$ cat config.mk
export PLATFORM = sky130hd
export DESIGN_NAME = uart_irq_ident
export DESIGN_NICKNAME = d
export VERILOG_FILES = /design/src/rtl/uart_irq_pkg.sv /design/src/rtl/uart_irq_rx_causes.sv /design/src/rtl/uart_irq_tx_req.sv /design/src/rtl/uart_irq_prio.sv /design/src/rtl/uart_irq_lsr.sv /design/src/rtl/uart_irq_ident.sv
export SDC_FILE = /design/constraint.sdc
export NUM_CORES = 1
export LEC_CHECK = 0
export BUFFER_PORTS_ARGS = -buffer_cell sky130_fd_sc_hd__buf_2
export CAP_MARGIN = 15
export CORE_AREA = 2 2 42 44
export CTS_CLUSTER_DIAMETER = 30
export DETAILED_ROUTE_END_ITERATION = 6
export DIE_AREA = 0 0 44 46
export PLACE_DENSITY = 0.87
export SYNTH_ARGS = -nofsm -noshare
export SYNTH_HDL_FRONTEND = slang
export SYNTH_SLANG_ARGS = --single-unit
$ cat constraint.sdc
create_clock -name clk -period 3.36 [get_ports clk]
set_input_delay 0.336 -clock clk [delete_from_list [all_inputs] [get_ports clk]]
set_output_delay 0.336 -clock clk [all_outputs]
set_load 0.02 [all_outputs]
$ cat src/rtl/uart_irq_pkg.sv
package uart_irq_pkg;
  localparam logic [7:0] CODE_NONE = 8'hC1;
  localparam logic [7:0] CODE_LINE = 8'hC6;
  localparam logic [7:0] CODE_TOUT = 8'hCC;
  localparam logic [7:0] CODE_RXD  = 8'hC4;
  localparam logic [7:0] CODE_TXR  = 8'hC2;

  localparam int IE_RXD   = 0;
  localparam int IE_TXR   = 1;
  localparam int IE_LINE  = 2;
  localparam int IE_MODEM = 3;
  localparam int IE_TOUT  = 4;
  localparam int IE_W     = 5;

  typedef struct packed {
    logic line;
    logic tout;
    logic rxd;
    logic txr;
  } cause_t;
endpackage

$ cat src/rtl/uart_irq_rx_causes.sv
module uart_irq_rx_causes #(
  parameter int DEPTH = 16,
  localparam int LW = $clog2(DEPTH + 1)
) (
  input  logic          fifo_en,
  input  logic          en_line,
  input  logic          en_tout,
  input  logic          en_rxd,
  input  logic [LW-1:0] level,
  input  logic [LW-1:0] trig,
  input  logic          head_err,
  input  logic          idle_tmo,
  output logic          line_c,
  output logic          tout_c,
  output logic          rxd_c
);
  logic [LW-1:0] eff_trig;
  logic          nonempty;

  always_comb begin
    eff_trig = (trig == '0) ? LW'(1) : trig;
    nonempty = (level != '0);
    line_c   = fifo_en && en_line && head_err && nonempty;
    tout_c   = fifo_en && en_tout && idle_tmo && nonempty;
    rxd_c    = fifo_en && en_rxd && nonempty && (level >= eff_trig);
  end
endmodule

$ cat src/rtl/uart_irq_tx_req.sv
module uart_irq_tx_req
  import uart_irq_pkg::*;
#(
  parameter int DEPTH = 16,
  localparam int LW = $clog2(DEPTH + 1),
  localparam int HALF = DEPTH / 2
) (
  input  logic          clk,
  input  logic          rst_n,
  input  logic          en,
  input  logic [LW-1:0] tx_level,
  input  logic          thr_wr,
  input  logic          iir_rd,
  input  logic [7:0]    code_q,
  output logic          req_next
);
  logic he, he_q, req_q;

  always_comb begin
    he       = en && (tx_level <= LW'(HALF));
    req_next = req_q;
    if (thr_wr || (iir_rd && code_q == CODE_TXR)) req_next = 1'b0;
    if (he && !he_q) req_next = 1'b1;
    if (!en) req_next = 1'b0;
  end

  always_ff @(posedge clk) begin
    if (!rst_n) begin
      he_q  <= 1'b0;
      req_q <= 1'b0;
    end else begin
      he_q  <= he;
      req_q <= req_next;
    end
  end
endmodule

$ cat src/rtl/uart_irq_prio.sv
module uart_irq_prio
  import uart_irq_pkg::*;
(
  input  logic       clk,
  input  logic       rst_n,
  input  cause_t     cause,
  input  logic       quiet,
  output logic [7:0] code_q,
  output logic       irq_q
);
  logic [7:0] code_d;

  always_comb begin
    if (cause.line)      code_d = CODE_LINE;
    else if (cause.tout) code_d = CODE_TOUT;
    else if (cause.rxd)  code_d = CODE_RXD;
    else if (cause.txr)  code_d = CODE_TXR;
    else                 code_d = CODE_NONE;
  end

  always_ff @(posedge clk) begin
    if (!rst_n) begin
      code_q <= CODE_NONE;
      irq_q  <= 1'b0;
    end else begin
      code_q <= code_d;
      irq_q  <= (|cause) && !quiet;
    end
  end
endmodule

$ cat src/rtl/uart_irq_lsr.sv
module uart_irq_lsr #(
  parameter int DEPTH = 16,
  localparam int LW = $clog2(DEPTH + 1),
  localparam int HALF = DEPTH / 2
) (
  input  logic          clk,
  input  logic          rst_n,
  input  logic          rx_push,
  input  logic [LW-1:0] rx_level,
  input  logic [LW-1:0] tx_level,
  input  logic          tx_hold_empty,
  output logic          dr_q,
  output logic          tdrq_q,
  output logic          temt_q
);
  always_ff @(posedge clk) begin
    if (!rst_n) begin
      dr_q   <= 1'b0;
      tdrq_q <= 1'b0;
      temt_q <= 1'b0;
    end else begin
      if (rx_push)              dr_q <= 1'b1;
      else if (rx_level == '0)  dr_q <= 1'b0;
      tdrq_q <= (tx_level <= LW'(HALF));
      temt_q <= (tx_level == '0) && tx_hold_empty;
    end
  end
endmodule

$ cat src/rtl/uart_irq_ident.sv
module uart_irq_ident
  import uart_irq_pkg::*;
#(
  parameter int DEPTH = 16,
  localparam int LW = $clog2(DEPTH + 1)
) (
  input  logic          clk,
  input  logic          rst_n,
  input  logic          fifo_en,
  input  logic          dma_en,
  input  logic [4:0]    int_en,
  input  logic [LW-1:0] rx_level,
  input  logic [LW-1:0] rx_trig,
  input  logic          rx_head_err,
  input  logic          rx_idle_tmo,
  input  logic          rx_push,
  input  logic [LW-1:0] tx_level,
  input  logic          tx_hold_empty,
  input  logic          thr_wr,
  input  logic          iir_rd,
  output logic          irq,
  output logic [7:0]    iir_code,
  output logic          lsr_dr,
  output logic          lsr_tdrq,
  output logic          lsr_temt,
  output logic          polled_mode
);
  cause_t cause;
  logic   polled_d, polled_q;

  assign polled_d = fifo_en && !dma_en && (int_en == '0);

  uart_irq_rx_causes #(.DEPTH(DEPTH)) u_rx (
    .fifo_en (fifo_en),
    .en_line (int_en[IE_LINE]),
    .en_tout (int_en[IE_TOUT]),
    .en_rxd  (int_en[IE_RXD]),
    .level   (rx_level),
    .trig    (rx_trig),
    .head_err(rx_head_err),
    .idle_tmo(rx_idle_tmo),
    .line_c  (cause.line),
    .tout_c  (cause.tout),
    .rxd_c   (cause.rxd)
  );

  uart_irq_tx_req #(.DEPTH(DEPTH)) u_tx (
    .clk     (clk),
    .rst_n   (rst_n),
    .en      (fifo_en && int_en[IE_TXR]),
    .tx_level(tx_level),
    .thr_wr  (thr_wr),
    .iir_rd  (iir_rd),
    .code_q  (iir_code),
    .req_next(cause.txr)
  );

  uart_irq_prio u_prio (
    .clk   (clk),
    .rst_n (rst_n),
    .cause (cause),
    .quiet (polled_d),
    .code_q(iir_code),
    .irq_q (irq)
  );

  uart_irq_lsr #(.DEPTH(DEPTH)) u_lsr (
    .clk          (clk),
    .rst_n        (rst_n),
    .rx_push      (rx_push),
    .rx_level     (rx_level),
    .tx_level     (tx_level),
    .tx_hold_empty(tx_hold_empty),
    .dr_q         (lsr_dr),
    .tdrq_q       (lsr_tdrq),
    .temt_q       (lsr_temt)
  );

  always_ff @(posedge clk) begin
    if (!rst_n) polled_q <= 1'b0;
    else        polled_q <= polled_d;
  end
  assign polled_mode = polled_q;
endmodule

==> impl_metrics.json, run 1 <==
{
  "worstReg2RegStart": "u_prio.code_q[0]",
  "count_of_standard_cell_rows": 15,
  "die-width_um": 44,
  "vdd_drop_max_uv": 113.6,
  "stdcell_area_um2": 845.8,
  "net-switching-power_w": 0.00008112,
  "coreArea_um2": 1614,
  "final_antenna_net_count": 0,
  "top_reg_cell_synth": "dfxtp_1",
  "finalSetupTns_ps": 0,
  "setup.worst_path.start_class": "primary input",
  "finalCriticalPeriod_ps": 1489,
  "place.gp.congestion": 0.7169,
  "seqPwrFrac": 0.470,
  "ioPinCount": 43,
  "diodes": 0,
  "htreeDepth": 1,
  "timing.fmax_mhz": 671.8,
  "number_of_enable_type_register_cells_in_the_synthesized_netlist": 0,
  "placedInstanceArea_um2": 819.5,
  "syn_to_final_growth_pct": 31.77,
  "power.density_nw_per_um2": 347.3,
  "hold_path.startpoint": "tx_level[4]",
  "ctsResizeCount": 0,
  "cts_made_buffers": 3,
  "setup_viol": 0,
  "placedCellCount": 124,
  "worstSetupPathType": "primary input to flop",
  "floorplan.die_area_um2": 2024,
  "synth-seq-cells": 11,
  "swShare": 0.2761,
  "routed_wire_length_per_instance_um": 10.70,
  "vias_per_cell": 5.031,
  "drive_above_1_share": 0.4505,
  "final.setup_skew_ps": 2.649,
  "cts_root_buffer": "clkbuf_4",
  "cellLeakagePower_nw": 0.4379,
  "postSynthAreaPerCell_um2": 8.915,
  "synth_top_area_share": 0.3431,
  "clk_pin_slew_ps": 70,
  "hpwl_um": 1193,
  "initial_core_util": 0.3977,
  "async_reset_ff_frac": 0,
  "postLayoutCoreUtil": 0.5240,
  "groute.usage.overall": 0.1649,
  "die_height_um": 46,
  "residual_drc_count": 0,
  "mappedNetlistArea_um2": 641.9,
  "cp.required_ps": 3510,
  "min-delay-path-class": "primary input to flop",
  "seq_area_frac_synth": 0.3431,
  "fin_cells": 128,
  "grt_antenna_before_repair": 0,
  "globalRoute.totalOverflow": 0,
  "nets": 147,
  "p_int_w": 0.0002126,
  "via_count": 644,
  "cts_tree": "done",
  "post-cts-setup-buffers": 0,
  "grt_pass1_vias": 618,
  "finalWirelength_um": 1370,
  "grt_max_degree": 11,
  "drt_first_pass_iters": 3,
  "setup_repair_after_global_routing_missed_its_margin": "no",
  "grt_first_pass_wirelength_um": 2442,
  "run_status": "complete, no violations",
  "endpoint_kind": "flop",
  "clockPowerShare": 0.297,
  "synth.top_cells.by_area": "dfxtp_1, ha_1, buf_4",
  "timing_max_transition_violations_final": 0,
  "worst_path_maximum_fanout": 3,
  "yosysUniqueCellTypes": 31,
  "clock_sink_count": 11,
  "synthDominantAreaCellType": "dfxtp_1",
  "critPathArrivalTime_ps": 1640,
  "initialDrtViolationCount": 5,
  "worstSetupStartpoint": "rx_trig[2]",
  "hold_viol": 0,
  "comb_pwr_share": 0.232,
  "clock_path_buffers": 2,
  "max_cap_viol_count": 0,
  "cts_hold_repair_buffers": 0,
  "yosysWarningCount": 0,
  "fraction_of_the_cycle_the_final_worst_path_needs": 0.4430,
  "synthCells": 72,
  "insertion_delay_ps": 260,
  "io_buf_count": 38
}
metal layers:
layer	track usage	routed length, um
met1	0.1639	545
met2	0.3088	718
met3	0.02381	88
met4	0.1212	17
met5	0	0
stage by stage:
step | power (W) | hold WS (ps) | setup WS, ps
2_1_floorplan | 0.0001835 | 411.5 | 1760
3_3_place_gp | 0.0002072 | 527.6 | 1639
3_5_place_dp | 0.0002095 | 537.0 | 1588
4_1_cts | 0.0002956 | 255.2 | 1867
5_1_grt | 0.0003149 | 247.3 | 1746
6_report | 0.0002938 | 257.2 | 1871
critical path, stage by stage:
cell and delay, ps:
buf_2 80, inv_1 40, a41o_1 230, ha_1 270, nor2b_1 110, o21ai_1 80, a21oi_2 170, a21oi_2 90
o221a_1 230
power by group through the flow:
stage / registers (W) / logic (W) / clock network [W]
floorplan: 0.000148 / 0.0000357 / 0
global placement: 0.000141 / 0.0000664 / 0
detailed placement: 0.000141 / 0.0000683 / 0
CTS: 0.000138 / 0.0000686 / 0.0000888
global route: 0.000139 / 0.0000772 / 0.0000989
finish: 0.000138 / 0.0000682 / 0.0000873
kinds of logic after synthesis:
kind of cell             after synthesis  share of synthesized area
AO/OA/AOI/OAI                         17                     0.1949
adder cells (fa/ha/maj)                5                    0.09747
buffers and inverters                 12                     0.1053
flip-flops                            11                     0.3431
other                                  2                    0.01170
AND/OR/NAND/NOR                       25                     0.2476
synthesized netlist by cell type (2+ instances only):
cell	n
buf_4	4
nor2b_1	2
inv_1	7
nand3_1	2
nor2_1	3
o21ai_1	2
conb_1	2
and2_1	2
dfxtp_1	11
a21oi_1	4
a21oi_2	3
nand2_1	5
nor4_1	3
ha_1	5
final cells by class:
class / instances / area (um2)
Inverter: 7 / 26.28
Fill cell: 160 / 768.2
Timing Repair Buffer: 38 / 190.2
Multi-Input combinational cell: 51 / 361.6
Clock buffer: 4 / 26.28
Sequential cell: 11 / 220.2
Tap cell: 17 / 21.27
layout by cell type (no fill, tap or decap), types with 2 or more instances in the layout:
master and n:
a21oi_1 4, a21oi_2 3, and2_1 2, buf_2 38, clkbuf_4 3, conb_1 4, dfxtp_1 11, ha_1 5
inv_1 7, nand2_1 5, nand3_1 2, nor2_1 3, nor2b_1 2, nor4_1 3, o21ai_1 2
state kept, by name, indices dropped and copies added, names as in the netlist:
signal	flops
polled_mode	1
u_lsr.dr_q	1
u_lsr.tdrq_q	1
u_lsr.temt_q	1
u_prio.code_q	4
u_prio.irq_q	1
u_tx.he_q	1
u_tx.req_q	1
worst paths after layout:
kind	cells past startpoint	slack, ps	end
worst max-delay path	9	1870	u_prio.irq_q
worst min-delay path	2	260	u_lsr.temt_q
worst max register to register	4	2020	u_prio.irq_q
worst min register to register	2	580	u_lsr.dr_q
Note: power is estimated with default switching activity, not from simulation.
==> inputs of run 2 (changes only) <==
--- a/config.mk
+++ b/config.mk
@@ -7,11 +7,11 @@
 export LEC_CHECK = 0
 export BUFFER_PORTS_ARGS = -buffer_cell sky130_fd_sc_hd__buf_2
 export CAP_MARGIN = 15
-export CORE_AREA = 2 2 42 44
+export CORE_AREA = 2 2 44 46
 export CTS_CLUSTER_DIAMETER = 30
 export DETAILED_ROUTE_END_ITERATION = 6
-export DIE_AREA = 0 0 44 46
-export PLACE_DENSITY = 0.87
+export DIE_AREA = 0 0 46 48
+export PLACE_DENSITY = 0.81
 export SYNTH_ARGS = -nofsm -noshare
 export SYNTH_HDL_FRONTEND = slang
 export SYNTH_SLANG_ARGS = --single-unit
==> constraint.sdc (replaced) <==
create_clock -name clk -period 1.5 [get_ports clk]
set_input_delay 0.15 -clock clk [delete_from_list [all_inputs] [get_ports clk]]
set_output_delay 0.15 -clock clk [all_outputs]
set_load 0.02 [all_outputs]
==> run 2 against run 1 <==
Compared with the run above:
- wire length down 0.51%
- power up 130%
- clock-buffer cell count unchanged
- global-route usage down 2.2 points
- highest routed layer unchanged
==> impl_metrics.json, run 2 (same netlist as run 1, synthesis figures left out) <==
{
  "setup_viol": 0,
  "via_count": 635,
  "run_status": "complete, no violations",
  "placedInstanceArea_um2": 849.6,
  "comb_pwr_share": 0.242,
  "postLayoutCoreUtil": 0.5185,
  "coreArea_um2": 1689,
  "vdd_drop_max_uv": 262.1,
  "cp.required_ps": 1650,
  "die_height_um": 48,
  "ctsResizeCount": 0,
  "final_antenna_net_count": 0,
  "timing.fmax_mhz": 727.7,
  "setup_repair_after_global_routing_missed_its_margin": "no",
  "timing_max_transition_violations_final": 0,
  "min-delay-path-class": "primary input to flop",
  "largest_reg_flops": 4,
  "cts_tree": "done",
  "clockPowerShare": 0.294,
  "hold_viol": 0,
  "syn_to_final_growth_pct": 36.45,
  "io_buf_count": 38,
  "groute.usage.overall": 0.1433,
  "fin_cells": 132,
  "p_int_w": 0.0004838,
  "nets": 151,
  "grt_first_pass_wirelength_um": 2187,
  "drt_first_pass_iters": 4,
  "fraction_of_the_cycle_the_final_worst_path_needs": 0.9161,
  "cts_root_buffer": "clkbuf_4",
  "final.setup_skew_ps": 3.474,
  "globalRoute.totalOverflow": 0,
  "most-common-layout-cells": "buf_2, dfxtp_1, inv_1, nand2_1, ha_1",
  "swShare": 0.2733,
  "cellLeakagePower_nw": 0.4567,
  "grt_max_degree": 11,
  "clock_sink_count": 11,
  "residual_drc_count": 0,
  "clk_pin_slew_ps": 70,
  "htreeDepth": 1,
  "setup.worst_path.start_class": "flop",
  "initial_core_util": 0.3800,
  "routed_wire_length_per_instance_um": 10.33,
  "finalWirelength_um": 1363,
  "critPathArrivalTime_ps": 1530,
  "initialDrtViolationCount": 7,
  "max_cap_viol_count": 0,
  "vias_per_cell": 4.811,
  "stdcell_area_um2": 875.8,
  "place.gp.congestion": 0.6991,
  "power.density_nw_per_um2": 760.2,
  "seqPwrFrac": 0.465,
  "placedCellCount": 128,
  "top_register": "u_prio.code_q",
  "grt_pass1_vias": 582,
  "die-width_um": 46,
  "diodes": 0,
  "post-cts-setup-buffers": 0,
  "clock_path_buffers": 2,
  "grt_antenna_before_repair": 0,
  "floorplan.die_area_um2": 2208,
  "ioPinCount": 43,
  "worst_path_maximum_fanout": 4,
  "finalCriticalPeriod_ps": 1374,
  "fin_total_pwr_w": 0.0006658,
  "endpoint_kind": "flop",
  "drive_above_1_share": 0.4696,
  "cts_hold_repair_buffers": 0,
  "worstSetupPathType": "flop to flop",
  "hpwl_um": 1214,
  "count_of_standard_cell_rows": 15,
  "net-switching-power_w": 0.0001820,
  "hold-worst-slack_ps": 64.34,
  "cts_made_buffers": 3,
  "insertion_delay_ps": 270,
  "most_common_cell_after_layout_fill_and_taps_aside": "buf_2"
}
## run 2: cell count changes in the layout (fill, tap and decap cells not counted), sizes merged
cell,before,now
buf,38,42
## run 2: stage by stage
stage / setup WS, ps / setup TNS [ps]
after floorplan: 86.40 / 0
after global placement: -35.38 / -35.38
after detailed placement: -89.09 / -109.7
after CTS: 111.9 / 0
after global routing: 26.74 / 0
final: 125.9 / 0
## run 2: critical path, cell delays in order, from the launching register on
cell and delay, ps:
dfxtp_1 310, nor4b_1 320, a21oi_1 110, a41o_2 260
o221a_1 260
## run 2: path summary, 6_finish.rpt
check                        start      endpoint  slack [ps]  cells past startpoint
setup / recovery  u_prio.code_q[0]  u_prio.irq_q         130                      4
setup reg to reg  u_prio.code_q[0]  u_prio.irq_q         130                      4
hold / removal         tx_level[4]  u_lsr.temt_q          60                      2
hold reg to reg         u_lsr.dr_q    u_lsr.dr_q         580                      2
## run 2: final cells by class
type	instances	area [um2]
clock buffer	4	26.28
fill	182	813.3
inverter	7	26.28
multi-input combinational	51	361.6
sequential	11	220.2
tap	17	21.27
timing repair buffer	42	220.2
## run 2: layer usage
layer,routed length [um],vias to the layer above,track usage
met2,722,23,0.2750
met3,69,2,0.03396
met1,549,276,0.1306
met5,0,-,0
li1,-,334,-
met4,21,0,0.1029
## run 2: power by group through the flow
stage | clock network (W) | logic (W) | registers [W]
floorplan | 0 | 0.0000800 | 0.000331
global placement | 0 | 0.000157 | 0.000315
detailed placement | 0 | 0.000161 | 0.000316
CTS | 0.000201 | 0.000162 | 0.000310
global route | 0.000217 | 0.000180 | 0.000310
finish | 0.000196 | 0.000161 | 0.000309
==> inputs of run 3 (changes only) <==
--- a/config.mk
+++ b/config.mk
@@ -7,11 +7,11 @@
 export LEC_CHECK = 0
 export BUFFER_PORTS_ARGS = -buffer_cell sky130_fd_sc_hd__buf_2
 export CAP_MARGIN = 15
-export CORE_AREA = 2 2 44 46
+export CORE_AREA = 2 2 46 48
 export CTS_CLUSTER_DIAMETER = 30
 export DETAILED_ROUTE_END_ITERATION = 6
-export DIE_AREA = 0 0 46 48
-export PLACE_DENSITY = 0.81
+export DIE_AREA = 0 0 48 50
+export PLACE_DENSITY = 0.78
 export SYNTH_ARGS = -nofsm -noshare
 export SYNTH_HDL_FRONTEND = slang
 export SYNTH_SLANG_ARGS = --single-unit
==> constraint.sdc (replaced) <==
create_clock -name clk -period 1.17 [get_ports clk]
set_input_delay 0.117 -clock clk [delete_from_list [all_inputs] [get_ports clk]]
set_output_delay 0.117 -clock clk [all_outputs]
set_load 0.02 [all_outputs]
==> run 3 against run 2 <==
Compared with the run above:
- the run now ends with setup timing left
- highest routed layer unchanged
- largest power group unchanged
- worst setup slack worse by 280 ps
- flip-flop and latch count unchanged
- hold slack worse by 26 ps
- die area up 8.7%
- critical path depth unchanged
- non-clock buffer count down 1
- sequential share of layout area down 1.1 points
- combinational power up 39%
- global-route usage up 0.30 points
- final area up 7.4%
- final cell count up 6.8%
- clock skew down 0.54 ps
==> impl_metrics.json, run 3 (same netlist as run 1, synthesis figures left out) <==
{
  "finalWirelength_um": 1551,
  "grt_antenna_before_repair": 0,
  "worstReg2RegStart": "u_prio.code_q[0]",
  "drt_first_pass_iters": 4,
  "globalRoute.totalOverflow": 0,
  "cp.required_ps": 1320,
  "drive_above_1_share": 0.5526,
  "diodes": 0,
  "via_count": 649,
  "syn_to_final_growth_pct": 46.59,
  "max_cap_viol_count": 0,
  "timing.fmax_mhz": 756.0,
  "worst_slack_ps": -152.7,
  "htreeDepth": 1,
  "post-cts-setup-buffers": 0,
  "critical_path.cell_chain": "nor4b_4, a21oi_2, a41o_2, o221a_1",
  "clock_path_buffers": 2,
  "cp.buffers_inverters": 0,
  "critPathArrivalTime_ps": 1470,
  "worst_path_maximum_fanout": 4,
  "grt_max_degree": 11,
  "run_status": "complete, but fails checks",
  "placedInstanceArea_um2": 874.6,
  "seqPwrFrac": 0.460,
  "top_register": "u_prio.code_q",
  "grt_pass1_vias": 623,
  "vdd_drop_max_uv": 352.3,
  "timing.critical_path.max_delay_family": "compound AO/OA/AOI/OAI gates",
  "die-width_um": 48,
  "cts_hold_repair_buffers": 0,
  "clk_pin_slew_ps": 70,
  "die_height_um": 50,
  "critical_path.slowest_cell": "dfxtp_2",
  "ioPinCount": 43,
  "initialDrtViolationCount": 3,
  "final_antenna_net_count": 0,
  "hold_viol": 0,
  "fin_cells": 141,
  "vias_per_cell": 4.603,
  "coreArea_um2": 1902,
  "placedCellCount": 137,
  "reg2reg_slack_ps": -150,
  "setup_viol": 4,
  "hold_path.startpoint": "tx_level[3]",
  "setup_repair_after_global_routing_missed_its_margin": "yes",
  "place.gp.congestion": 0.7641,
  "largest_reg_flops": 4,
  "finalCriticalPeriod_ps": 1323,
  "groute.usage.overall": 0.1463,
  "crit-reg2reg-capture": "u_prio.irq_q",
  "cts_tree": "done",
  "floorplan.die_area_um2": 2400,
  "p_int_w": 0.0006268,
  "initial_core_util": 0.3375,
  "finalSetupTns_ps": -314.7,
  "setup.worst_path.start_class": "flop",
  "most_common_cell_after_layout_fill_and_taps_aside": "buf_2",
  "max_stage_delay_ps": 330,
  "endpoint_kind": "flop",
  "violations_in_the_final_reports": "setup timing",
  "final.setup_skew_ps": 2.932,
  "routed_wire_length_per_instance_um": 11.00,
  "fin_total_pwr_w": 0.0008679,
  "net-switching-power_w": 0.0002411,
  "cellLeakagePower_nw": 0.4596,
  "stdcell_area_um2": 940.9,
  "timing_max_transition_violations_final": 0,
  "comb_pwr_share": 0.257,
  "worst_reg_to_reg_cells": 4,
  "min-delay-path-class": "primary input to flop",
  "nets": 150,
  "cts_made_buffers": 3,
  "clockPowerShare": 0.282,
  "power.density_nw_per_um2": 922.4,
  "hpwl_um": 1345,
  "count_of_standard_cell_rows": 16,
  "most-common-layout-cells": "buf_2, dfxtp_1, nand2_1, ha_1",
  "clock_sink_count": 11,
  "io_buf_count": 38,
  "fraction_of_the_cycle_the_final_worst_path_needs": 1.131,
  "grt_first_pass_wirelength_um": 2546,
  "min_delay_worst_endpoint": "u_lsr.temt_q",
  "hold_depth": 2,
  "insertion_delay_ps": 260,
  "worstSetupPathType": "flop to flop",
  "swShare": 0.2778,
  "cts_root_buffer": "clkbuf_4",
  "residual_drc_count": 0
}
==> run 3: cell types whose count changed in the layout (fill, tap and decap cells not counted), moves of 2 or more <==
cell     change
dfxtp_2      +2
inv_1        -3
dfxtp_1      -3
buf_2        -2
inv_2        +2
==> run 3: cell type report <==
| class | count | area [um2] |
|---|---|---|
| clock buffer | 4 | 26.28 |
| sequential | 11 | 226.5 |
| multi-input combinational | 51 | 391.6 |
| timing repair buffer | 41 | 229.0 |
| inverter | 7 | 33.78 |
| tap | 27 | 33.78 |
| fill | 189 | 960.9 |
==> run 3: worst max path at each step <==
stage / from / end / slack, ps / cells past startpoint
floorplan: rx_trig[2] / u_prio.irq_q / -180 / 8
global placement: rx_trig[2] / u_prio.irq_q / -380 / 9
detailed placement: rx_trig[2] / u_prio.irq_q / -430 / 9
CTS: u_prio.code_q[0] / u_prio.irq_q / -140 / 4
global route: u_prio.code_q[0] / u_prio.irq_q / -220 / 4
finish: u_prio.code_q[0] / u_prio.irq_q / -150 / 4
==> run 3: per-layer routing <==
layer / wire length (um) / global-route usage / up-vias
met4: 11 / 0.06757 / 0
met3: 76 / 0.01099 / 2
li1: - / - / 332
met1: 618 / 0.1670 / 294
met5: 0 / 0 / -
met2: 844 / 0.2578 / 21
==> run 3: stage by stage <==
| step | utilization | setup slack (ps) | hold slack (ps) |
|---|---|---|---|
| after detailed placement | 0.4599 | -427.9 | 310.5 |
| after global routing | 0.4947 | -217.8 | 39.10 |
| final | 0.4947 | -152.7 | 38.78 |
| after floorplan | - | -184.9 | 192.5 |
| after CTS | 0.4836 | -141.3 | 30.70 |
| after global placement | 0.4599 | -377.3 | 307.1 |
==> run 3: worst register-to-register path, cell delays in order, from the launching register on <==
cell and delay (ps):
dfxtp_2 330, nor4b_4 290, a21oi_2 80, a41o_2 270, o221a_1 240
==> run 3: timing repair <==
action	in CTS	in global routing
hold endpoints to repair	0	0
gates resized for setup	4	5
pin swaps	7	5
gates cloned	0	0
endpoints found under the setup margin	5	5
==> run 3: power groups by stage <==
| stage | clock network (W) | registers [W] | logic [W] |
|---|---|---|---|
| 4_1_cts | 0.000251 | 0.000399 | 0.000216 |
| 3_3_place_gp | 0 | 0.000405 | 0.000203 |
| 2_1_floorplan | 0 | 0.000425 | 0.000104 |
| 3_5_place_dp | 0 | 0.000406 | 0.000211 |
| 6_report | 0.000245 | 0.000400 | 0.000223 |
| 5_1_grt | 0.000278 | 0.000402 | 0.000249 |
